==> src/rtl/eisc_pkg.sv <==
package eisc_pkg;
  localparam int NPINS      = 4;
  localparam int WORD_W     = 32;
  localparam int SENSE_TOP  = 23;
  localparam int EN_TOP     = 11;
  localparam int ACK_TOP    = 27;
  localparam int GLOBAL_BIT = 12;
  localparam int ROUTE_BIT  = 0;
  localparam int SYNC_DEPTH = 2;

  typedef enum logic [1:0] {
    SNS_LVL_HI = 2'd0,
    SNS_RISE   = 2'd1,
    SNS_FALL   = 2'd2,
    SNS_LVL_LO = 2'd3
  } sense_e;
endpackage

==> src/rtl/eisc_sync.sv <==
module eisc_sync #(
  parameter int WIDTH = 4,
  parameter int DEPTH = 2
) (
  input  logic             clk,
  input  logic             rst_n,
  input  logic [WIDTH-1:0] async_i,
  output logic [WIDTH-1:0] sync_o
);
  logic [WIDTH-1:0] stage_q [DEPTH];

  always_ff @(posedge clk or negedge rst_n) begin
    if (!rst_n) begin
      for (int i = 0; i < DEPTH; i++) stage_q[i] <= '0;
    end else begin
      stage_q[0] <= async_i;
      for (int i = 1; i < DEPTH; i++) stage_q[i] <= stage_q[i-1];
    end
  end

  assign sync_o = stage_q[DEPTH-1];
endmodule

==> src/rtl/eisc_chan.sv <==
module eisc_chan
  import eisc_pkg::*;
(
  input  logic   clk,
  input  logic   rst_n,
  input  logic   pin_s,
  input  sense_e mode,
  input  logic   ack,
  output logic   active_o
);
  logic prev_q;
  logic pend_q;
  logic edge_mode;
  logic hit;

  assign edge_mode = (mode == SNS_RISE) || (mode == SNS_FALL);
  assign hit = ((mode == SNS_RISE) &&  pin_s && !prev_q) ||
               ((mode == SNS_FALL) && !pin_s &&  prev_q);

  always_ff @(posedge clk or negedge rst_n) begin
    if (!rst_n) begin
      prev_q <= 1'b0;
      pend_q <= 1'b0;
    end else begin
      prev_q <= pin_s;
      if (!edge_mode)  pend_q <= 1'b0;
      else if (hit)    pend_q <= 1'b1;
      else if (ack)    pend_q <= 1'b0;
    end
  end

  always_comb begin
    unique case (mode)
      SNS_LVL_HI: active_o = pin_s;
      SNS_LVL_LO: active_o = !pin_s;
      default:    active_o = pend_q;
    endcase
  end

  // a detected edge always lands in the latch, even beside an ack
  a_r5_edge_captured: assert property (@(posedge clk) disable iff (!rst_n)
    (edge_mode && hit) |=> pend_q);
  // an ack with no competing edge empties the latch
  a_r7_ack_clears: assert property (@(posedge clk) disable iff (!rst_n)
    (edge_mode && ack && !hit) |=> !pend_q);
  // without ack the latch is sticky while the mode stays an edge mode
  a_r5_sticky: assert property (@(posedge clk) disable iff (!rst_n)
    (edge_mode && pend_q && !ack && $stable(mode)) |=> pend_q);
endmodule

==> src/rtl/eisc_regs.sv <==
module eisc_regs
  import eisc_pkg::*;
(
  input  logic              clk,
  input  logic              rst_n,
  input  logic              wr_en,
  input  logic [WORD_W-1:0] wr_data,
  output logic [WORD_W-1:0] rd_data,
  output sense_e            mode_o [NPINS],
  output logic [NPINS-1:0]  pin_en_o,
  output logic              global_en_o,
  output logic              route_o,
  output logic [NPINS-1:0]  ack_o
);
  sense_e           mode_q [NPINS];
  logic [NPINS-1:0] en_q;
  logic             glob_q;
  logic             route_q;

  always_ff @(posedge clk or negedge rst_n) begin
    if (!rst_n) begin
      for (int n = 0; n < NPINS; n++) mode_q[n] <= SNS_LVL_HI;
      en_q    <= '0;
      glob_q  <= 1'b0;
      route_q <= 1'b0;
    end else if (wr_en) begin
      for (int n = 0; n < NPINS; n++) begin
        mode_q[n] <= sense_e'(wr_data[SENSE_TOP-2*n -: 2]);
        en_q[n]   <= wr_data[EN_TOP-n];
      end
      glob_q  <= wr_data[GLOBAL_BIT];
      route_q <= wr_data[ROUTE_BIT];
    end
  end

  always_comb begin
    rd_data = '0;
    for (int n = 0; n < NPINS; n++) begin
      rd_data[SENSE_TOP-2*n -: 2] = mode_q[n];
      rd_data[EN_TOP-n]           = en_q[n];
    end
    rd_data[GLOBAL_BIT] = glob_q;
    rd_data[ROUTE_BIT]  = route_q;
  end

  generate
    for (genvar g = 0; g < NPINS; g++) begin : g_ack
      assign ack_o[g] = wr_en && wr_data[ACK_TOP-g];
    end
  endgenerate

  assign mode_o      = mode_q;
  assign pin_en_o    = en_q;
  assign global_en_o = glob_q;
  assign route_o     = route_q;

  // acknowledge bits are never held in the read-back word
  a_r2_ack_reads_zero: assert property (@(posedge clk) disable iff (!rst_n)
    wr_en |=> (rd_data[ACK_TOP -: NPINS] == '0));
  // the routing bit tracks the last written value
  a_r9_route_written: assert property (@(posedge clk) disable iff (!rst_n)
    wr_en |=> (route_o == $past(wr_data[ROUTE_BIT])));
endmodule

==> src/rtl/ext_irq_sense.sv <==
module ext_irq_sense
  import eisc_pkg::*;
(
  input  logic        clk,
  input  logic        rst_n,
  input  logic        wr_en,
  input  logic [31:0] wr_data,
  output logic [31:0] rd_data,
  input  logic [3:0]  pin_i,
  output logic [3:0]  req_o,
  output logic        crit_route_o
);
  logic [NPINS-1:0] pin_s;
  sense_e           mode [NPINS];
  logic [NPINS-1:0] pin_en;
  logic             glob_en;
  logic [NPINS-1:0] ack;
  logic [NPINS-1:0] active;

  eisc_sync #(.WIDTH(NPINS), .DEPTH(SYNC_DEPTH)) u_sync (
    .clk(clk), .rst_n(rst_n), .async_i(pin_i), .sync_o(pin_s)
  );

  eisc_regs u_regs (
    .clk(clk), .rst_n(rst_n), .wr_en(wr_en), .wr_data(wr_data),
    .rd_data(rd_data), .mode_o(mode), .pin_en_o(pin_en),
    .global_en_o(glob_en), .route_o(crit_route_o), .ack_o(ack)
  );

  generate
    for (genvar g = 0; g < NPINS; g++) begin : g_chan
      eisc_chan u_chan (
        .clk(clk), .rst_n(rst_n), .pin_s(pin_s[g]), .mode(mode[g]),
        .ack(ack[g]), .active_o(active[g])
      );
      assign req_o[g] = active[g] && pin_en[g] && glob_en;

      // no request leaves a disabled pin
      a_r8_gated: assert property (@(posedge clk) disable iff (!rst_n)
        req_o[g] |-> (rd_data[EN_TOP-g] && rd_data[GLOBAL_BIT]));
    end
  endgenerate
endmodule

==> config.mk <==
export PLATFORM = sky130hd
export DESIGN_NAME = ext_irq_sense
export DESIGN_NICKNAME = d
export VERILOG_FILES = /design/src/rtl/eisc_pkg.sv /design/src/rtl/eisc_sync.sv /design/src/rtl/eisc_chan.sv /design/src/rtl/eisc_regs.sv /design/src/rtl/ext_irq_sense.sv
export SDC_FILE = /design/constraint.sdc
export NUM_CORES = 1
export LEC_CHECK = 0
export BUFFER_PORTS_ARGS = -buffer_cell sky130_fd_sc_hd__clkbuf_2
export CORE_ASPECT_RATIO = 0.6
export CORE_MARGIN = 2
export CORE_UTILIZATION = 33
export DETAILED_ROUTE_END_ITERATION = 8
export PLACE_DENSITY = 0.64
export SLEW_MARGIN = 40
export SYNTH_ARGS = -nofsm -noshare
export SYNTH_HDL_FRONTEND = slang
export SYNTH_HIERARCHICAL = 1
export SYNTH_SLANG_ARGS = --single-unit
==> constraint.sdc <==
create_clock -name clk -period 1.3 [get_ports clk]
set_input_delay 0.195 -clock clk [delete_from_list [all_inputs] [get_ports clk]]
set_output_delay 0.195 -clock clk [all_outputs]
set_load 0.05 [all_outputs]
==> qor.yml <==
clock_tree:
  cts_buffers: 5
  clockBufferDepth: 2
  root_buffer: "clkbuf_8"
  clock-sinks: 30
  cts_tree: "built"
  htree_levels: 2
  clock_latency_ns: 0.28
  path_clk_slew_ns: 0.07
sta:
  finClkSkew_ns: 0.00630
  layout_setup_ws_ns: -0.385
  setup_tns_ns: -1.60
  timing.hold.ws_ns: 0.0138
  period_needed_ns: 1.69
  finalMaxSlewViolations: 0
  finalSetupViolations: 6
  rsz0062_at_grt: "true"
  finalHoldViolations: 0
  clock.fmax_mhz: 593
  min_period_over_period_pct: 130
drt:
  drt_iter0_markers: 28
  dr.pass1.iters: 4
  drc: 0
  wl_per_cell_um: 11.7
  num_vias: 1125
  drt_wl_total_mm: 3.19
  viasPerCell: 4.11
  drtAntennaViolNets: 0
pwr:
  intPower_uw: 1870
  switchingPower_uw: 986
  switching_share_pct: 34.5
  p_leak_uw: 0.00119
  p_per_area_nw_per_um2: 1210
  peakVddDrop_v: 0.000454
  pwr-share-seq_pct: 37.6
  power_frac_comb_pct: 34.4
  clkPwrFrac_pct: 27.9
critical_path:
  cp-start-kind: "flip-flop"
  cp_cell_sequence: "inv_2 > ha_4 > nand2_2 > o21ai_1 > and3_4 > buf_12"
  cp_max_fo: 4
  critPathSlowestCell: "dfrtp_1"
  cp_data_arrival_time_ns: 1.49
  cp-end-kind: "primary output"
  crit_type: "flip-flop to primary output"
  slowest_delay_ns: 0.41
  required_ns: 1.11
placed_design:
  hpwl_mm: 2.25
  numPlacedInstances: 247
  gp_congestion: 0.717
  dpl-instance-area_um2: 2040
  io_buffers: 43
  dp_slack_ns: -0.212
flow_run:
  cap_violations: 0
logic_synthesis:
  yosys_warnings: 6
  yosys.area_share.simple_pct: 11.1
  synth_cell_type_count: 17
  synth_top_area_cell: "dfrtp_1"
  synthMuxAreaShare_pct: 12.8
  synthAdderAreaFrac_pct: 11.7
  syn_area_um2: 1720
  synth_top_area_share_pct: 43.7
  synth_top_family_by_area: "buffers and inverters"
  synth.avg_cell_area_um2: 12.0
  synth_area_leaders: "dfrtp_1 (44%), buf_4 (16%), ha_1 (12%)"
  synth_cells: 143
  synth_compound_area_share_pct: 1.17
  ys_ff_latch: 30
  ys_seq_area_share_pct: 43.7
  synth_xor_area_share_pct: 0
grt:
  grt_first_pass_wirelength_mm: 4.93
  gr-usage-met2_pct: 17.6
  track_usage_pct: 11.3
  met1_usage_pct: 14.4
  grtUsageMet3_pct: 4.56
  antenna_found_initial: 0
  grt_max_degree: 19
  overflow: 0
  busiest_layer: "met2"
  grt_pass1_vias: 1046
final_layout:
  stdcell_area_um2: 2360
  drive_above_1_share_pct: 58.7
  layout_common_cells: "dfrtp_1 (30), clkbuf_2 (30), buf_4 (29), conb_1 (18), ha_1 (12)"
  layout.nets: 262
  syn2layout_area_growth_pct: 37.7
  stdcell_count: 274
  n_antenna_cell: 0
floorplanning:
  initial_utilization_pct: 34.1
  die_y_um: 59.9
  die-width_um: 97.1
  die-area_um2: 5810
  core_um2: 5030
  io_pins: 76
  row_count: 20
outcome:
  status: "complete, but fails checks"
  violations: "negative setup slack"
min_path:
  hp-class: "input port to flip-flop"
-- synth_stat cells --
cell,number
and2_2,4
and3_1,4
buf_12,1
buf_4,36
buf_6,1
conb_1,1
dfrtp_1,30
ha_1,16
inv_1,8
mux2_2,8
mux2_4,6
mux2i_1,4
nand2_1,4
nand3_1,4
nand3b_1,4
nand4b_1,8
o21ai_1,4
-- per-layer routing --
metal	share of wire (%)	wire length, µm
met5	0	0
met4	0.56	18
met3	6.3	202
met2	44	1400
met1	49	1570
-- power by group through the flow --
| stage | Sequential (µW) | Clock, µW | Combinational, µW |
|---|---|---|---|
| finish | 1080 | 799 | 985 |
| global route | 1090 | 864 | 1060 |
| CTS | 1080 | 826 | 917 |
| floorplan | 1090 | 0 | 667 |
| global placement | 1090 | 0 | 805 |
| detailed placement | 1090 | 0 | 814 |
-- timing repair --
action | 4_1_cts | 5_1_grt
pin swaps | 7 | 10
hold buffers | 1 | 0
gates resized for setup | 7 | 26
endpoints found under the setup margin | 8 | 15
endpoints found under the hold margin | 13 | 0
setup buffers | 15 | 6
-- worst max-delay path: cells and delay by family (launching register included) --
kind	cells	cell delay, ns
simple gates	2	0.24
compound gates	1	0.06
flops	1	0.41
buf+inv	2	0.21
fa+ha+maj	1	0.28
-- registers in the layout (all words and copies together), names as in the netlist --
signal / cells
u_regs/mode_o: 8
g_chan.u_chan/pend_q: 4
g_chan.u_chan/prev_q: 4
u_regs/pin_en_o: 4
u_sync/stage_q: 4
u_sync/sync_o: 4
u_regs/global_en_o: 1
u_regs/route_o: 1
-- metrics by stage --
step,power [µW],util [%]
6_report,2860,47.0
2_1_floorplan,1760,-
5_1_grt,3010,47.0
4_1_cts,2820,45.5
3_5_place_dp,1910,40.5
3_3_place_gp,1900,40.5
-- kinds of logic (layout without fill, tap and decap cells) --
logic type / Yosys count / count (layout)
other: 1 / 18
and+or+nand+nor: 28 / 28
adders and majority gates: 16 / 16
muxes: 18 / 18
AOI/OAI and AO/OA: 4 / 4
buffers and inverters: 46 / 94
DFF: 30 / 30
-- path summary, 6_finish.rpt --
kind                       depth (start not counted)                          from                                   to  slack [ns]
min in group asynchronous                          2                         rst_n           u_sync/sync_o[0]$_DFF_PN0_        0.37
max in group asynchronous                          3                         rst_n       u_regs/global_en_o$_DFFE_PN0P_        0.50
max reg2reg                                        7  u_regs/mode_o[5]$_DFFE_PN0P_  g_chan[1].u_chan/pend_q$_DFFE_PN0P_       -0.08
min                                                1                      pin_i[1]          u_sync/stage_q[5]$_DFF_PN0_        0.01
min reg2reg                                        0   u_sync/stage_q[6]$_DFF_PN0_           u_sync/sync_o[2]$_DFF_PN0_        0.35
max                                                6  u_regs/mode_o[3]$_DFFE_PN0P_                             req_o[2]       -0.39
-- layout make-up --
type | count | area (µm²)
Multi-Input combinational cell | 84 | 777
Inverter | 8 | 30.0
Clock inverter | 2 | 12.5
Tap cell | 66 | 82.6
Sequential cell | 30 | 751
Clock buffer | 6 | 82.6
Fill cell | 474 | 2670
Timing Repair Buffer | 78 | 628
Note: power is estimated with default switching activity, not from simulation.
